--- config.mk ---
export PLATFORM = sky130hd
export DESIGN_NAME = hcint_unit
export DESIGN_NICKNAME = d
export VERILOG_FILES = /design/src/rtl/hcint_pkg.sv /design/src/rtl/hcint_decode.sv /design/src/rtl/hcint_flags.sv /design/src/rtl/hcint_mask.sv /design/src/rtl/hcint_view.sv /design/src/rtl/hcint_unit.sv
export SDC_FILE = /design/constraint.sdc
export NUM_CORES = 1
export LEC_CHECK = 0
export BUFFER_PORTS_ARGS = -buffer_cell sky130_fd_sc_hd__buf_2
export CAP_MARGIN = 20
export CORE_MARGIN = 5
export CORE_UTILIZATION = 41
export CTS_CLUSTER_SIZE = 12
export DETAILED_ROUTE_END_ITERATION = 6
export MAX_ROUTING_LAYER = met4
export PLACE_DENSITY = 0.8
export SLEW_MARGIN = 15
export SYNTH_ARGS = -nofsm -noshare
export SYNTH_HDL_FRONTEND = slang
export SYNTH_SLANG_ARGS = --single-unit
--- constraint.sdc ---
create_clock -name clk -period 3 [get_ports clk]
set_input_delay 0.9 -clock clk [delete_from_list [all_inputs] [get_ports clk]]
set_output_delay 0.9 -clock clk [all_outputs]
set_load 0.03 [all_outputs]
--- src/rtl/hcint_pkg.sv ---
package hcint_pkg;

    localparam int DATA_W  = 32;
    localparam int NUM_SRC = 8;
    localparam int MIE_POS = DATA_W - 1;
    localparam int OWN_POS = DATA_W - 2;

    // Flag position served by event source k; the last source sits just under the gate bit.
    function automatic int src_pos(input int k);
        return (k == NUM_SRC - 1) ? OWN_POS : k;
    endfunction

    function automatic logic [DATA_W-1:0] src_mask();
        logic [DATA_W-1:0] m;
        m = '0;
        for (int k = 0; k < NUM_SRC; k++) begin
            m[src_pos(k)] = 1'b1;
        end
        return m;
    endfunction

    localparam logic [DATA_W-1:0] FLAG_MASK = src_mask();
    localparam logic [DATA_W-1:0] GATE_BIT  = {1'b1, {(DATA_W-1){1'b0}}};
    localparam logic [DATA_W-1:0] MASK_IMPL = FLAG_MASK | GATE_BIT;

    typedef enum logic [1:0] {
        SEL_NONE,
        SEL_FLAG,
        SEL_ENSET,
        SEL_ENCLR
    } reg_sel_e;

    typedef struct packed {
        logic [DATA_W-1:0] flags;
    } flag_state_t;

    typedef struct packed {
        logic [DATA_W-1:0] mask;
    } mask_state_t;

endpackage

--- src/rtl/hcint_decode.sv ---
module hcint_decode
    import hcint_pkg::*;
#(
    parameter int                ADDR_W    = 8,
    parameter logic [ADDR_W-1:0] FLAG_OFS  = 8'h0C,
    parameter logic [ADDR_W-1:0] ENSET_OFS = 8'h10,
    parameter logic [ADDR_W-1:0] ENCLR_OFS = 8'h14
) (
    input  logic [ADDR_W-1:0] acc_addr,
    output reg_sel_e          sel
);
    logic aligned;

    always_comb begin
        aligned = (acc_addr[1:0] == 2'b00);
        sel     = SEL_NONE;
        if (aligned) begin
            if (acc_addr == FLAG_OFS) begin
                sel = SEL_FLAG;
            end else if (acc_addr == ENSET_OFS) begin
                sel = SEL_ENSET;
            end else if (acc_addr == ENCLR_OFS) begin
                sel = SEL_ENCLR;
            end
        end
    end
endmodule

--- src/rtl/hcint_flags.sv ---
module hcint_flags
    import hcint_pkg::*;
(
    input  logic              clk,
    input  logic              rst_n,
    input  logic [DATA_W-1:0] ev_vec,
    input  logic              ack_we,
    input  logic [DATA_W-1:0] ack_val,
    output logic [DATA_W-1:0] flags
);
    flag_state_t st_d, st_q;
    logic [DATA_W-1:0] ack_bits;

    always_comb begin
        ack_bits     = ack_we ? ack_val : '0;
        // Event set is applied after the clear, so a simultaneous event wins.
        st_d.flags   = ((st_q.flags & ~ack_bits) | ev_vec) & FLAG_MASK;
    end

    always_ff @(posedge clk) begin
        if (!rst_n) begin
            st_q <= '0;
        end else begin
            st_q <= st_d;
        end
    end

    assign flags = st_q.flags;
endmodule

--- src/rtl/hcint_mask.sv ---
module hcint_mask
    import hcint_pkg::*;
(
    input  logic              clk,
    input  logic              rst_n,
    input  logic              set_we,
    input  logic              clr_we,
    input  logic [DATA_W-1:0] wval,
    output logic [DATA_W-1:0] mask
);
    mask_state_t st_d, st_q;
    logic [DATA_W-1:0] set_bits;
    logic [DATA_W-1:0] clr_bits;

    always_comb begin
        set_bits   = set_we ? wval : '0;
        clr_bits   = clr_we ? wval : '0;
        st_d.mask  = ((st_q.mask | set_bits) & ~clr_bits) & MASK_IMPL;
    end

    always_ff @(posedge clk) begin
        if (!rst_n) begin
            st_q.mask <= GATE_BIT;
        end else begin
            st_q <= st_d;
        end
    end

    assign mask = st_q.mask;
endmodule

--- src/rtl/hcint_view.sv ---
module hcint_view
    import hcint_pkg::*;
(
    input  reg_sel_e          sel,
    input  logic [DATA_W-1:0] flags,
    input  logic [DATA_W-1:0] mask,
    output logic [DATA_W-1:0] rdata,
    output logic              irq
);
    logic [DATA_W-1:0] pending;

    always_comb begin
        unique case (sel)
            SEL_FLAG:             rdata = flags;
            SEL_ENSET, SEL_ENCLR: rdata = mask;
            default:              rdata = '0;
        endcase
        pending = flags & mask & FLAG_MASK;
        irq     = mask[MIE_POS] && (pending != '0);
    end
endmodule

--- src/rtl/hcint_unit.sv ---
module hcint_unit
    import hcint_pkg::*;
#(
    parameter int                ADDR_W    = 8,
    parameter logic [ADDR_W-1:0] FLAG_OFS  = 8'h0C,
    parameter logic [ADDR_W-1:0] ENSET_OFS = 8'h10,
    parameter logic [ADDR_W-1:0] ENCLR_OFS = 8'h14
) (
    input  logic               clk,
    input  logic               rst_n,
    input  logic               acc_wr,
    input  logic [ADDR_W-1:0]  acc_addr,
    input  logic [DATA_W-1:0]  acc_wdata,
    output logic [DATA_W-1:0]  acc_rdata,
    input  logic [NUM_SRC-1:0] evt_i,
    output logic               irq_o
);
    reg_sel_e          sel;
    logic [DATA_W-1:0] ev_vec;
    logic [DATA_W-1:0] flag_vec;
    logic [DATA_W-1:0] mask_vec;

    hcint_decode #(
        .ADDR_W    (ADDR_W),
        .FLAG_OFS  (FLAG_OFS),
        .ENSET_OFS (ENSET_OFS),
        .ENCLR_OFS (ENCLR_OFS)
    ) dec_i (
        .acc_addr (acc_addr),
        .sel      (sel)
    );

    // Spread the event pulses onto their flag positions.
    generate
        for (genvar b = 0; b < DATA_W; b++) begin : g_evmap
            if (b < NUM_SRC - 1) begin : g_low
                assign ev_vec[b] = evt_i[b];
            end else if (b == OWN_POS) begin : g_own
                assign ev_vec[b] = evt_i[NUM_SRC-1];
            end else begin : g_none
                assign ev_vec[b] = 1'b0;
            end
        end
    endgenerate

    hcint_flags flags_i (
        .clk     (clk),
        .rst_n   (rst_n),
        .ev_vec  (ev_vec),
        .ack_we  (acc_wr && (sel == SEL_FLAG)),
        .ack_val (acc_wdata),
        .flags   (flag_vec)
    );

    hcint_mask mask_i (
        .clk    (clk),
        .rst_n  (rst_n),
        .set_we (acc_wr && (sel == SEL_ENSET)),
        .clr_we (acc_wr && (sel == SEL_ENCLR)),
        .wval   (acc_wdata),
        .mask   (mask_vec)
    );

    hcint_view view_i (
        .sel   (sel),
        .flags (flag_vec),
        .mask  (mask_vec),
        .rdata (acc_rdata),
        .irq   (irq_o)
    );
endmodule

After elaboration in Yosys (flattened, before gate mapping). Index checks and enable logic that the tools add are counted.

Flip-flop bits (word level): 40. Word-level logic and storage cells: 31.

Equality and inequality tests: 6. Multiplexer cells: 8. Bitwise gates (word level): 7. Reduce and logical (&&, ||, !) cells: 7.

Operators by type and width (count): 2-to-1 mux 32 bit (2); one-hot mux 32 bit (2 select lines) (1); bitwise AND 31 bit (2); bitwise AND 32 bit (1); NOT 32 bit (1); OR 32 bit (1); nonzero test 32 bit (1); 2-to-1 mux 31 bit (1); NOT 31 bit (1); OR 31 bit (1); equality test 8 x 5 -> 1 bit, second input constant (2); equality test 8 x 4 -> 1 bit, second input constant (1); 2-to-1 mux 2 bit (4); equality test 2 bit, second input constant (2); logical AND 1 bit (4); equality test 2 x 1 -> 1 bit, second input constant (1); zero test 2 bit (1); OR reduction 2 bit (1).

Depth between registers and ports, before layout.
Word-level depth: 11. Mapped depth: 5.

By module. Synthesis repeated with hierarchy kept, for this count alone.

Cells, all modules: 169. Area, all modules: 1559.0 um^2.

By module, submodules not included: hcint_mask (instances 1, cells an instance 55, area an instance 571.8 um^2); hcint_flags (instances 1, cells an instance 58, area an instance 469.2 um^2); hcint_view (instances 1, cells an instance 47, area an instance 441.7 um^2); hcint_decode (instances 1, cells an instance 5, area an instance 47.5 um^2); hcint_unit (instances 1, cells an instance 4, area an instance 28.8 um^2).

Least setup slack after synthesis. No wires, ideal clock.

Path type: input-to-output. Start point: input port acc_addr[1]. End point: output port acc_rdata[0]. Data arrival time: 2.006 ns. Required time: 2.100 ns. Setup slack: 0.094 ns. Cell stages on the path: 4. Buffers on the path: 1. Cells stage by stage: or2_4 -> or4_4 -> buf_6 -> a21oi_2.

Cells in the longest elaborated chain, start to end: 8. Elaborated cells between the ends (all ways): 13.

Ends and longest elaborated chain: from (decl) (line hcint_unit.sv:12) `input logic [ADDR_W-1:0] acc_addr,`; equality test 8 x 5 -> 1 bit (line hcint_decode.sv:22) `end else if (acc_addr == ENCLR_OFS) begin`; 2-to-1 mux 2 bit (line hcint_decode.sv:22); 2-to-1 mux 2 bit (line hcint_decode.sv:20) `end else if (acc_addr == ENSET_OFS) begin`; 2-to-1 mux 2 bit (line hcint_decode.sv:18) `if (acc_addr == FLAG_OFS) begin`; 2-to-1 mux 2 bit (*) (line hcint_decode.sv:17) `if (aligned) begin`; equality test 2 bit (line hcint_view.sv:13) `unique case (sel)`; OR reduction 2 bit (line hcint_view.sv:13); one-hot mux 32 bit (2 select lines) (*) (line hcint_view.sv:13); to (decl) (line hcint_unit.sv:14) `output logic [DATA_W-1:0] acc_rdata,`.

Every way passes the cells marked *; elsewhere a longest branch is shown, timed or not.

Worst setup path in the final report.
Start point: input port acc_addr[1]. End point: output port acc_rdata[1].

The elaborated chain is that of the path after synthesis.

==> out/metrics.yaml <==
outcome: "completed"
ys_top_cells_by_area: "dfxtp_1, buf_4, mux2i_1, a41oi_1, a21oi_2"
initial_core_util_pct: 43.1
hold_violations: 0
vias: 1104
via_per_inst: 5.23
post-route-util_pct: 51.3
path_common_cell: "buf_6"
async_flop_share_pct: 0
firstDrtPassIters: 4
ys_types: 27
syn_inst: 139
drc: 0
internal-power_mw: 0.317
crit_chain: "buf_6 -> or2_4 -> or4_4 -> a21oi_2 -> buf_6"
wl_met3_um: 242
synthTopCellsByCount: "buf_4, dfxtp_1, nand2_1"
cpLargestDelayFamily: "simple AND/OR/NAND/NOR gates"
final_cells: 211
syn_area_per_cell_um2: 8.55
fmax_mhz: 334
post-route-period-util_pct: 99.7
slew_violations: 0
grtUsageTotal_pct: 14.7
critPathBufInv: 2
wire_per_inst_um: 14.6
seq_area_frac_synth_pct: 28.6
setup-tns-final_ps: 0
antenna_found_initial: 0
ys_seq_elements: 17
p_switching_mw: 0.161
maxCapViolCount: 0
skew_ps: 0
dieArea_um2: 4080
cts.path.max_buffers: 2
power_density_nw_per_um2: 338
drt_iter0_markers: 24
area_growth_pct: 19.1
seq_power_share_pct: 50.2
clk_pin_slew_ps: 100
top_layer: "met4"
drtAntennaViolNets: 0
crit_fanout: 8
max_slew_margin_pct: 58.5
synth_top_area_share_pct: 28.6
pwr-share-clk_pct: 27.1
final_cell_area_um2: 1420
grt_max_degree: 19
placed_cell_area_um2: 1330
yosysTopAreaCell: "dfxtp_1"
clk_latency_ps: 300
die_height_um: 63.8
setup_viol_count_final: 0
dp.cells: 205
wirelength_met1_mm: 1.30
grt_pass1_vias: 1088
wl_met2_mm: 1.50
row_count: 19
die_w_um: 63.8
n_antenna_cell: 0
critPathMaxStageDelay_ps: 520
cts_tree: "done"
leakagePower_nw: 0.661
crit_path_end_kind: "output port"
setup_ws_ps: 10.2
whs_ps: 486
cts_buffers: 3
ios: 84
final_nets: 232
path_class: "primary input to output port"
critPathLaunchType: "primary input"
place_congestion: 0.805
htreeDepth: 1
numClockSinks: 17
worstPathRequired_ps: 2100
hp-class: "flip-flop to flip-flop"
drive_above_1_share_pct: 34.4
synth.most_common_cell: "buf_4"
crit_slowest_cell: "or4_4"
grt_pass1_wl_mm: 4.82
ys.flop_type: "dfxtp_1"
worst_pin_slew_ps: 620
syn_area_um2: 1190
finalPower_mw: 0.478
core_um2: 2760
p_sw_share_pct: 33.7
cp.arrival_ps: 2090
grt.overflow.total: 0
wl_mm: 3.08
ys_warn_count: 0
hpwl_mm: 2.28
period_minus_slack_ps: 2990
clockRootBuffer: "clkbuf_4"
ir_drop_mv: 0.274
pre_cts_ws_ps: -41.8
synth_edf_count: 0
p_comb_share_pct: 22.7
io_buffers: 37
[power groups by stage]
stage          registers, mW  logic, mW  clock network (mW)
6_report               0.240      0.109               0.129
2_1_floorplan          0.243     0.0913                   0
4_1_cts                0.240      0.106               0.131
3_5_place_dp           0.245      0.104                   0
3_3_place_gp           0.245      0.103                   0
5_1_grt                0.241      0.117               0.139
[cell usage in the layout, fill, tap and decap left out, types with 2 or more instances in the layout]
cell type,n
buf_2,28
clkbuf_4,3
a21oi_2,8
a22oi_1,4
buf_4,12
a41oi_1,9
inv_1,9
conb_1,23
o21ai_0,8
buf_6,5
nor4b_4,2
nand3_1,8
nand3b_1,8
mux2i_1,8
nand2_1,16
dfxtp_1,17
[what timing repair did]
item	4_1_cts	5_1_grt
resized for setup	11	2
setup buffers	1	1
endpoints found under the setup margin	8	7
hold buffers	0	0
[routing by layer]
metal,vias to the layer above,track usage [%]
li1,528,-
met1,527,17.6
met2,44,24.6
met4,0,4.68
met5,-,-
met3,5,3.15
[flip-flops by register name (all words and copies together) (netlist names)]
name           count
mask_i.mask        9
flags_i.flags      8
[kinds of logic after synthesis]
family | Yosys count | synth area share (%)
simple gates | 43 | 24.5
buf+inv | 39 | 20.4
compound gates | 31 | 19.4
flops | 17 | 28.6
mux | 8 | 6.74
other cells | 1 | 0.315
[worst paths after layout]
path | slack, ps | depth (start not counted) | to | startpoint
worst max-delay path | 10 | 5 | acc_rdata[1] | acc_addr[1]
worst min-delay path | 490 | 2 | mask_i.mask[4] | mask_i.mask[4]
worst max register to register | 2270 | 2 | flags_i.flags[1] | flags_i.flags[1]
worst min register to register | 490 | 2 | mask_i.mask[4] | mask_i.mask[4]
[worst register-to-register path: stages (launching register included)]
cell and delay [ps]:
dfxtp_1 380, o21ai_0 100, a41oi_1 170
[area by class of cell]
class	count	area (µm²)
Clock buffer	3	22.5
Sequential cell	17	340
Timing Repair Buffer	45	287
Clock inverter	1	5.00
Inverter	9	33.8
Multi-Input combinational cell	105	688
Fill cell	278	1340
Tap cell	31	38.8
Note: power is estimated with default switching activity, not from simulation.
